`src/rtl/dsbs_pkg.sv`:
```
package dsbs_pkg;

  localparam int unsigned MAX_W = 16;

  // Maximal-length feedback masks for a left-shifting register:
  // bit t-1 set means state bit t-1 feeds the XOR.
  function automatic logic [MAX_W-1:0] tap_mask(input int unsigned w);
    logic [MAX_W-1:0] m;
    m = '0;
    case (w)
      2:  m = 16'h0003;
      3:  m = 16'h0006;
      4:  m = 16'h000C;
      5:  m = 16'h0014;
      6:  m = 16'h0030;
      7:  m = 16'h0060;
      8:  m = 16'h00B8;
      9:  m = 16'h0110;
      10: m = 16'h0240;
      11: m = 16'h0500;
      12: m = 16'h0829;
      13: m = 16'h100D;
      14: m = 16'h2015;
      15: m = 16'h6000;
      16: m = 16'hD008;
      default: m = 16'h0003;
    endcase
    return m;
  endfunction

endpackage

```
`src/rtl/dsbs_swap_net.sv`:
```
module dsbs_swap_net #(
  parameter int unsigned W = 4
) (
  input  logic [W-1:0] state_i,
  output logic [W-1:0] word_o
);
  localparam int unsigned NPAIR = (W - 1) / 2;
  localparam bit          ODD   = ((W - 1) % 2) == 1;

  logic sel_keep;
  assign sel_keep   = state_i[W-1];
  assign word_o[W-1] = state_i[W-1];

  genvar k;
  generate
    for (k = 0; k < NPAIR; k++) begin : g_pair
      assign word_o[2*k]   = sel_keep ? state_i[2*k]   : state_i[2*k+1];
      assign word_o[2*k+1] = sel_keep ? state_i[2*k+1] : state_i[2*k];
    end
    if (ODD) begin : g_tail
      assign word_o[W-2] = state_i[W-2];
    end
  endgenerate
endmodule

```
`src/rtl/dsbs_lfsr_core.sv`:
```
module dsbs_lfsr_core
  import dsbs_pkg::*;
#(
  parameter int unsigned W        = 4,
  parameter logic [W-1:0] RST_SEED = 1
) (
  input  logic         clk_i,
  input  logic         rst_ni,
  input  logic         load_i,
  input  logic [W-1:0] seed_i,
  input  logic         adv_i,
  output logic [W-1:0] state_o,
  output logic         wrap_o
);
  localparam logic [MAX_W-1:0] TAP_ALL = tap_mask(W);
  localparam logic [W-1:0]     TAP     = TAP_ALL[W-1:0];
  localparam logic [W-1:0]     SAFE_RST = (RST_SEED == '0) ? W'(1) : RST_SEED;

  logic [W-1:0] state_q, seed_q, next_state, seed_fix;
  logic         fb;

  assign seed_fix   = (seed_i == '0) ? W'(1) : seed_i;
  assign fb         = ^(state_q & TAP);

  generate
    if (W > 1) begin : g_shift
      assign next_state = {state_q[W-2:0], fb};
    end else begin : g_one
      assign next_state = state_q;
    end
  endgenerate

  assign wrap_o = (next_state == seed_q);

  always_ff @(posedge clk_i or negedge rst_ni) begin
    if (!rst_ni) begin
      state_q <= SAFE_RST;
      seed_q  <= SAFE_RST;
    end else if (load_i) begin
      state_q <= seed_fix;
      seed_q  <= seed_fix;
    end else if (adv_i) begin
      state_q <= next_state;
    end
  end

  assign state_o = state_q;
endmodule

```
`src/rtl/dsbs_step_ctrl.sv`:
```
module dsbs_step_ctrl (
  input  logic clk_i,
  input  logic rst_ni,
  input  logic load_i,
  input  logic ready_i,
  input  logic fast_wrap_i,
  input  logic slow_wrap_i,
  output logic valid_o,
  output logic done_o,
  output logic fast_adv_o,
  output logic slow_adv_o
);
  logic done_q, fire, last_step;

  assign valid_o    = !done_q && !load_i;
  assign fire       = valid_o && ready_i;
  assign fast_adv_o = fire;
  assign slow_adv_o = fire && fast_wrap_i;
  assign last_step  = slow_adv_o && slow_wrap_i;

  always_ff @(posedge clk_i or negedge rst_ni) begin
    if (!rst_ni)        done_q <= 1'b0;
    else if (load_i)    done_q <= 1'b0;
    else if (last_step) done_q <= 1'b1;
  end

  assign done_o = done_q;
endmodule

```
`src/rtl/dsbs_addr_gen.sv`:
```
module dsbs_addr_gen #(
  parameter int unsigned        FAST_W    = 4,
  parameter int unsigned        SLOW_W    = 3,
  parameter logic [FAST_W-1:0]  FAST_SEED = 1,
  parameter logic [SLOW_W-1:0]  SLOW_SEED = 1,
  localparam int unsigned       ADDR_W    = FAST_W + SLOW_W
) (
  input  logic              clk_i,
  input  logic              rst_ni,
  input  logic              seed_load_i,
  input  logic [FAST_W-1:0] fast_seed_i,
  input  logic [SLOW_W-1:0] slow_seed_i,
  input  logic              addr_ready_i,
  output logic              addr_valid_o,
  output logic [ADDR_W-1:0] addr_o,
  output logic              done_o
);
  logic              fast_adv, slow_adv, fast_wrap, slow_wrap;
  logic [FAST_W-1:0] fast_state, fast_word;
  logic [SLOW_W-1:0] slow_state, slow_word;

  dsbs_step_ctrl u_ctrl (
    .clk_i       (clk_i),
    .rst_ni      (rst_ni),
    .load_i      (seed_load_i),
    .ready_i     (addr_ready_i),
    .fast_wrap_i (fast_wrap),
    .slow_wrap_i (slow_wrap),
    .valid_o     (addr_valid_o),
    .done_o      (done_o),
    .fast_adv_o  (fast_adv),
    .slow_adv_o  (slow_adv)
  );

  dsbs_lfsr_core #(.W(FAST_W), .RST_SEED(FAST_SEED)) u_fast (
    .clk_i   (clk_i),
    .rst_ni  (rst_ni),
    .load_i  (seed_load_i),
    .seed_i  (fast_seed_i),
    .adv_i   (fast_adv),
    .state_o (fast_state),
    .wrap_o  (fast_wrap)
  );

  dsbs_lfsr_core #(.W(SLOW_W), .RST_SEED(SLOW_SEED)) u_slow (
    .clk_i   (clk_i),
    .rst_ni  (rst_ni),
    .load_i  (seed_load_i),
    .seed_i  (slow_seed_i),
    .adv_i   (slow_adv),
    .state_o (slow_state),
    .wrap_o  (slow_wrap)
  );

  dsbs_swap_net #(.W(FAST_W)) u_fast_swap (.state_i(fast_state), .word_o(fast_word));
  dsbs_swap_net #(.W(SLOW_W)) u_slow_swap (.state_i(slow_state), .word_o(slow_word));

  assign addr_o = {slow_word, fast_word};
endmodule

```
`config.mk`:
```
export PLATFORM = sky130hd
export DESIGN_NAME = dsbs_addr_gen
export DESIGN_NICKNAME = d
export VERILOG_FILES = /design/src/rtl/dsbs_pkg.sv /design/src/rtl/dsbs_swap_net.sv /design/src/rtl/dsbs_lfsr_core.sv /design/src/rtl/dsbs_step_ctrl.sv /design/src/rtl/dsbs_addr_gen.sv
export SDC_FILE = /design/constraint.sdc
export NUM_CORES = 1
export LEC_CHECK = 0
export BUFFER_PORTS_ARGS = -buffer_cell sky130_fd_sc_hd__buf_2
export CELL_PAD_IN_SITES_DETAIL_PLACEMENT = 0
export CELL_PAD_IN_SITES_GLOBAL_PLACEMENT = 1
export CORE_MARGIN = 2
export CORE_UTILIZATION = 39
export DETAILED_ROUTE_END_ITERATION = 16
export GPL_ROUTABILITY_DRIVEN = 0
export MAX_ROUTING_LAYER = met4
export PLACE_DENSITY = 0.74
export REMOVE_ABC_BUFFERS = 1
export SYNTH_ARGS = -nofsm -noshare
export SYNTH_HDL_FRONTEND = slang
export SYNTH_SLANG_ARGS = --single-unit
```
`constraint.sdc`:
```
create_clock -name clk_i -period 1.75 [get_ports clk_i]
set_input_delay 0 -clock clk_i [delete_from_list [all_inputs] [get_ports clk_i]]
set_output_delay 0 -clock clk_i [all_outputs]
set_load 0.1 [all_outputs]
```
# == Word-level counts from Yosys, hierarchy flattened ==
# Cells that the tools add are included.
# classes
n_eq_ne,2
n_mux,12
reduce_logical,13
# op_table
cell,count
4-bit 2-to-1 mux,3
3-bit 2-to-1 mux,3
1-bit 2-to-1 mux,6
2-bit nonzero test,3
4-bit equality test,1
1-bit logical AND,4
4-bit zero test,1
4-bit parity,1
3-bit equality test,1
3-bit zero test,1
3-bit parity,1
1-bit zero test,2
# totals
register_bits,15
input_bits,11
output_inout_bits,9

# == Logic depth before layout (Yosys ltp) ==
# depth
word_depth,7
ltp_mapped,5

# == By module ==
# From an unflattened synthesis, not the netlist that was laid out.
# unflattened
cells_unflattened,79
hier_area_um2,790.8
# by_module_without_submodules
mod,n_inst,cells_each,area_each_um2,seq_area_each_um2
dsbs_lfsr_core at u_fast,1,38,385.4,202.7
dsbs_lfsr_core at u_slow,1,28,282.8,152.6
dsbs_step_ctrl,1,6,55.1,25.0
dsbs_swap_net at u_fast_swap,1,4,37.5,0.0
dsbs_swap_net at u_slow_swap,1,3,30.0,0.0

# == Worst setup path before layout ==
# Ideal clock, no wire load.
# synth_timing
path_type,reg2out
start,"register u_ctrl.done_q, in the netlist u_ctrl.done_o"
end,output addr_valid_o
arrival_ps,2163
required_time_ps,1750
slack_ps,-413
path_stages_with_launch,2
path_cell_list,dfrtp_1 nor2_1
# synth_via
elab_chain_cells,2
# synth_lines
element,line_no,text
from (decl),dsbs_step_ctrl.sv:13,"logic done_q, fire, last_step;"
from (signal assigned),dsbs_step_ctrl.sv:22,if (!rst_ni) done_q <= 1'b0;
from (signal assigned),dsbs_step_ctrl.sv:23,else if (load_i) done_q <= 1'b0;
from (signal assigned),dsbs_step_ctrl.sv:24,else if (last_step) done_q <= 1'b1;
1-bit zero test,dsbs_step_ctrl.sv:15,assign valid_o = !done_q && !load_i;
1-bit logical AND,dsbs_step_ctrl.sv:15,
to (decl),dsbs_addr_gen.sv:14,"output logic addr_valid_o,"
# No other way between the ends.

# == Final worst setup path ==
# layout_timing
start,"register u_ctrl.done_q, in the netlist u_ctrl.done_o"
end,"register u_slow.state_q[1], in the netlist u_slow.state_o[1]"
# layout_via
elab_chain_cells,5
# layout_lines
element,line_no,text
1-bit zero test,dsbs_step_ctrl.sv:15,
1-bit logical AND,dsbs_step_ctrl.sv:15,
1-bit logical AND,dsbs_step_ctrl.sv:16,assign fire = valid_o && ready_i;
1-bit logical AND,dsbs_step_ctrl.sv:18,assign slow_adv_o = fire && fast_wrap_i;
2-bit nonzero test (no source line),n/a,
to (signal assigned),dsbs_lfsr_core.sv:40,state_q <= seed_fix;
to (signal assigned),dsbs_lfsr_core.sv:43,state_q <= next_state;
to (decl),dsbs_lfsr_core.sv:19,"logic [W-1:0] state_q, seed_q, next_state, seed_fix;"
# No other way between the ends.
# A chain may end at the register's enable or synchronous reset.

==> run metrics <==
initial antenna violation count=0; # port buffers=19; CP endpoint kind=flip-flop; # DRC=0; Worst Reg-to-Reg Cells=4; Critical Path Start Type=flip-flop; total track usage=15.4%; asr flop ratio synth=100%; # IOs=20; die height=50.8 um; Rel. slew slack=67.8%; clock skew=0.00909 ns; Synth Instances=80; htree depth=1; clock latency on the worst-skew pair=0.29 ns; Yosys warnings=0; Clock Tree Buf Depth=2; maximum VDD drop=0.491 mV; vias in the first global route=607; Crit Path Max Fanout=6; critical path type=reg2reg; CP peak stage delay=0.42 ns; HP Class=in2reg; FMAX=600 MHz; Routed Antenna Nets=0; antenna cells=0; run status=complete, no violations; slowest library cell on the worst path=dfrtp_1; Root Buffer=clkbuf_4; Worst Hold Depth=3; Final Max Slew Viols=0; max cap viols=0; drt first pass iters=4; postcts setup bufs=0; Synth Flop Type=dfrtp_1; Congestion Overflow GR=0; Period Utilization, post-route=95.2%; Die X=50.8 um; die area=2580 sq um; LEAKAGE=0.472 nW; via count=637; Final nets=116; Synth area leader=dfrtp_1; Sink Count=15; DPL Wire Length=1230 um; Layout area overhead=21.8%; Slew @ Worst Pin=0.486 ns; Mapped Area=853 sq um; register bit total from synthesis=15; most frequent cells after synthesis=dfrtp_1 (11), o21ai_0 (11), mux2i_1 (8), mux2_2 (6), xor2_1 (6); CTS tree=yes; DRT iter0 DRCs=1; Cell Chain, Critical Path=nand2b_4 -> or3_4 -> nor4_4 -> mux2i_1; minimum clock period=1.67 ns; syn avg cell area=10.7 sq um; dpl cell area=952 sq um; Power Density=994 nW/um^2; share of cells above drive strength 1=36.5%; FP Rows=16; Setup-failing EPs final=0; first-pass GRT wire length=2790 um; largest net degree at the start of global routing=26; Final Hold Viols=0; register area share after synthesis=44.6%; Vias/cell=4.86; data required time of the worst path=1.97 ns; Finished Cell Area=1040 sq um; EDFF count, synth=0; hold_ws=0.0110 ns; drt wl/cell=13.1 um; Worst Path Arrival=1.89 ns; Clock Pin Slew Worst Setup and Hold Paths=0.10 ns; top post-synthesis cells by area=dfrtp_1 (32%), dfstp_2 (12%), mux2i_1 (9.4%); core area=2020 sq um; Routed WL=1720 um; CTS Buf Count=3; area share of the largest cell type after synthesis=32.3%; Yosys cell types=24; RSZ-0062 raised after global routing=no; initial core utilization=42.2%
==> cell usage in the layout, fill, tap and decap left out, drive strengths merged, types with 2 or more instances in the layout <==
master and count:
xnor2 2, o21ai 11, nor2 3, clkbuf 3, mux2i 8, dfstp 4
or3 3, a21oi 3, inv 5, xor2 6, dlygate4sd3 6, dfrtp 11
mux2 6, nand2 3, buf 21
==> cells by family after synthesis <==
logic type             share of synthesized area, %
AO/OA/AOI/OAI                                  11.0
XOR/XNOR                                       8.21
buffers and inverters                          7.48
AND/OR/NAND/NOR                                11.4
flip-flops                                     44.6
multiplexers                                   17.3
==> routing by layer <==
| metal | track usage, % | vias up | wire length (um) |
|---|---|---|---|
| met5 | - | - | 0 |
| met2 | 21.7 | 11 | 808 |
| li1 | - | 318 | - |
| met4 | 9.46 | 0 | 47 |
| met1 | 19.8 | 303 | 816 |
| met3 | 3.57 | 5 | 48 |
==> through the flow <==
stage	setup TNS, ns	utilization (%)	power (mW)	worst slack (ns)	std cells
floorplan	-1.65	-	0.742	-0.413	73
global placement	0	47.1	0.822	0.125	121
detailed placement	0	47.1	0.827	0.0731	121
CTS	0	50.9	1.04	0.0671	130
global route	0	51.4	1.09	0.0168	131
finish	0	51.4	1.03	0.0844	131
==> repair_timing <==
action,in CTS,in global routing
hold endpoints to repair,22,1
hold buffers,5,1
resized for setup,0,0
==> worst max-delay path, delay by kind of cell (launching register included) <==
kind	cells	cell delay [ns]
and+or+nand+nor	3	0.96
DFF	1	0.42
muxes	1	0.23
==> sequential cells by signal (all words and copies together), names as in the netlist <==
name,cells
u_slow.seed_q,3
u_fast.state_o,4
u_fast.seed_q,4
u_slow.state_o,3
u_ctrl.done_o,1
==> path summary, 6_finish.rpt <==
| kind | start | end | slack, ns |
|---|---|---|---|
| worst min register to register | u_fast.seed_q[0]$_DFFE_PN1P_ | u_fast.seed_q[0]$_DFFE_PN1P_ | 0.52 |
| worst max register to register | u_ctrl.done_o$_DFFE_PN0P_ | u_slow.state_o[1]$_DFFE_PN0P_ | 0.08 |
| worst min-delay path | fast_seed_i[0] | u_fast.state_o[0]$_DFFE_PN1P_ | 0.01 |
| worst max-delay path | u_ctrl.done_o$_DFFE_PN0P_ | u_slow.state_o[1]$_DFFE_PN0P_ | 0.08 |
| min in group asynchronous | rst_ni | u_fast.state_o[1]$_DFFE_PN0P_ | 0.13 |
| max in group asynchronous | rst_ni | u_fast.state_o[0]$_DFFE_PN1P_ | 1.31 |
==> report_power, final <==
part / total, mW / internal [mW] / switching (mW) / leakage, nW
Combinational: 0.400 / 0.111 / 0.289 / 0.279
Clock: 0.205 / 0.0851 / 0.120 / 0.0177
Sequential: 0.429 / 0.389 / 0.0405 / 0.176
Total: 1.03 / 0.585 / 0.449 / 0.472
==> layout make-up <==
class                   instances  area [sq um]
repair buffers                 27           170
inverters                       5          18.8
fillers                       192           982
clock inverters                 1          5.00
clock buffers                   3          22.5
flip-flops and latches         15           380
well taps                      27          33.8
multi-input cells              53           409
Power figures use the tool's default switching activity.
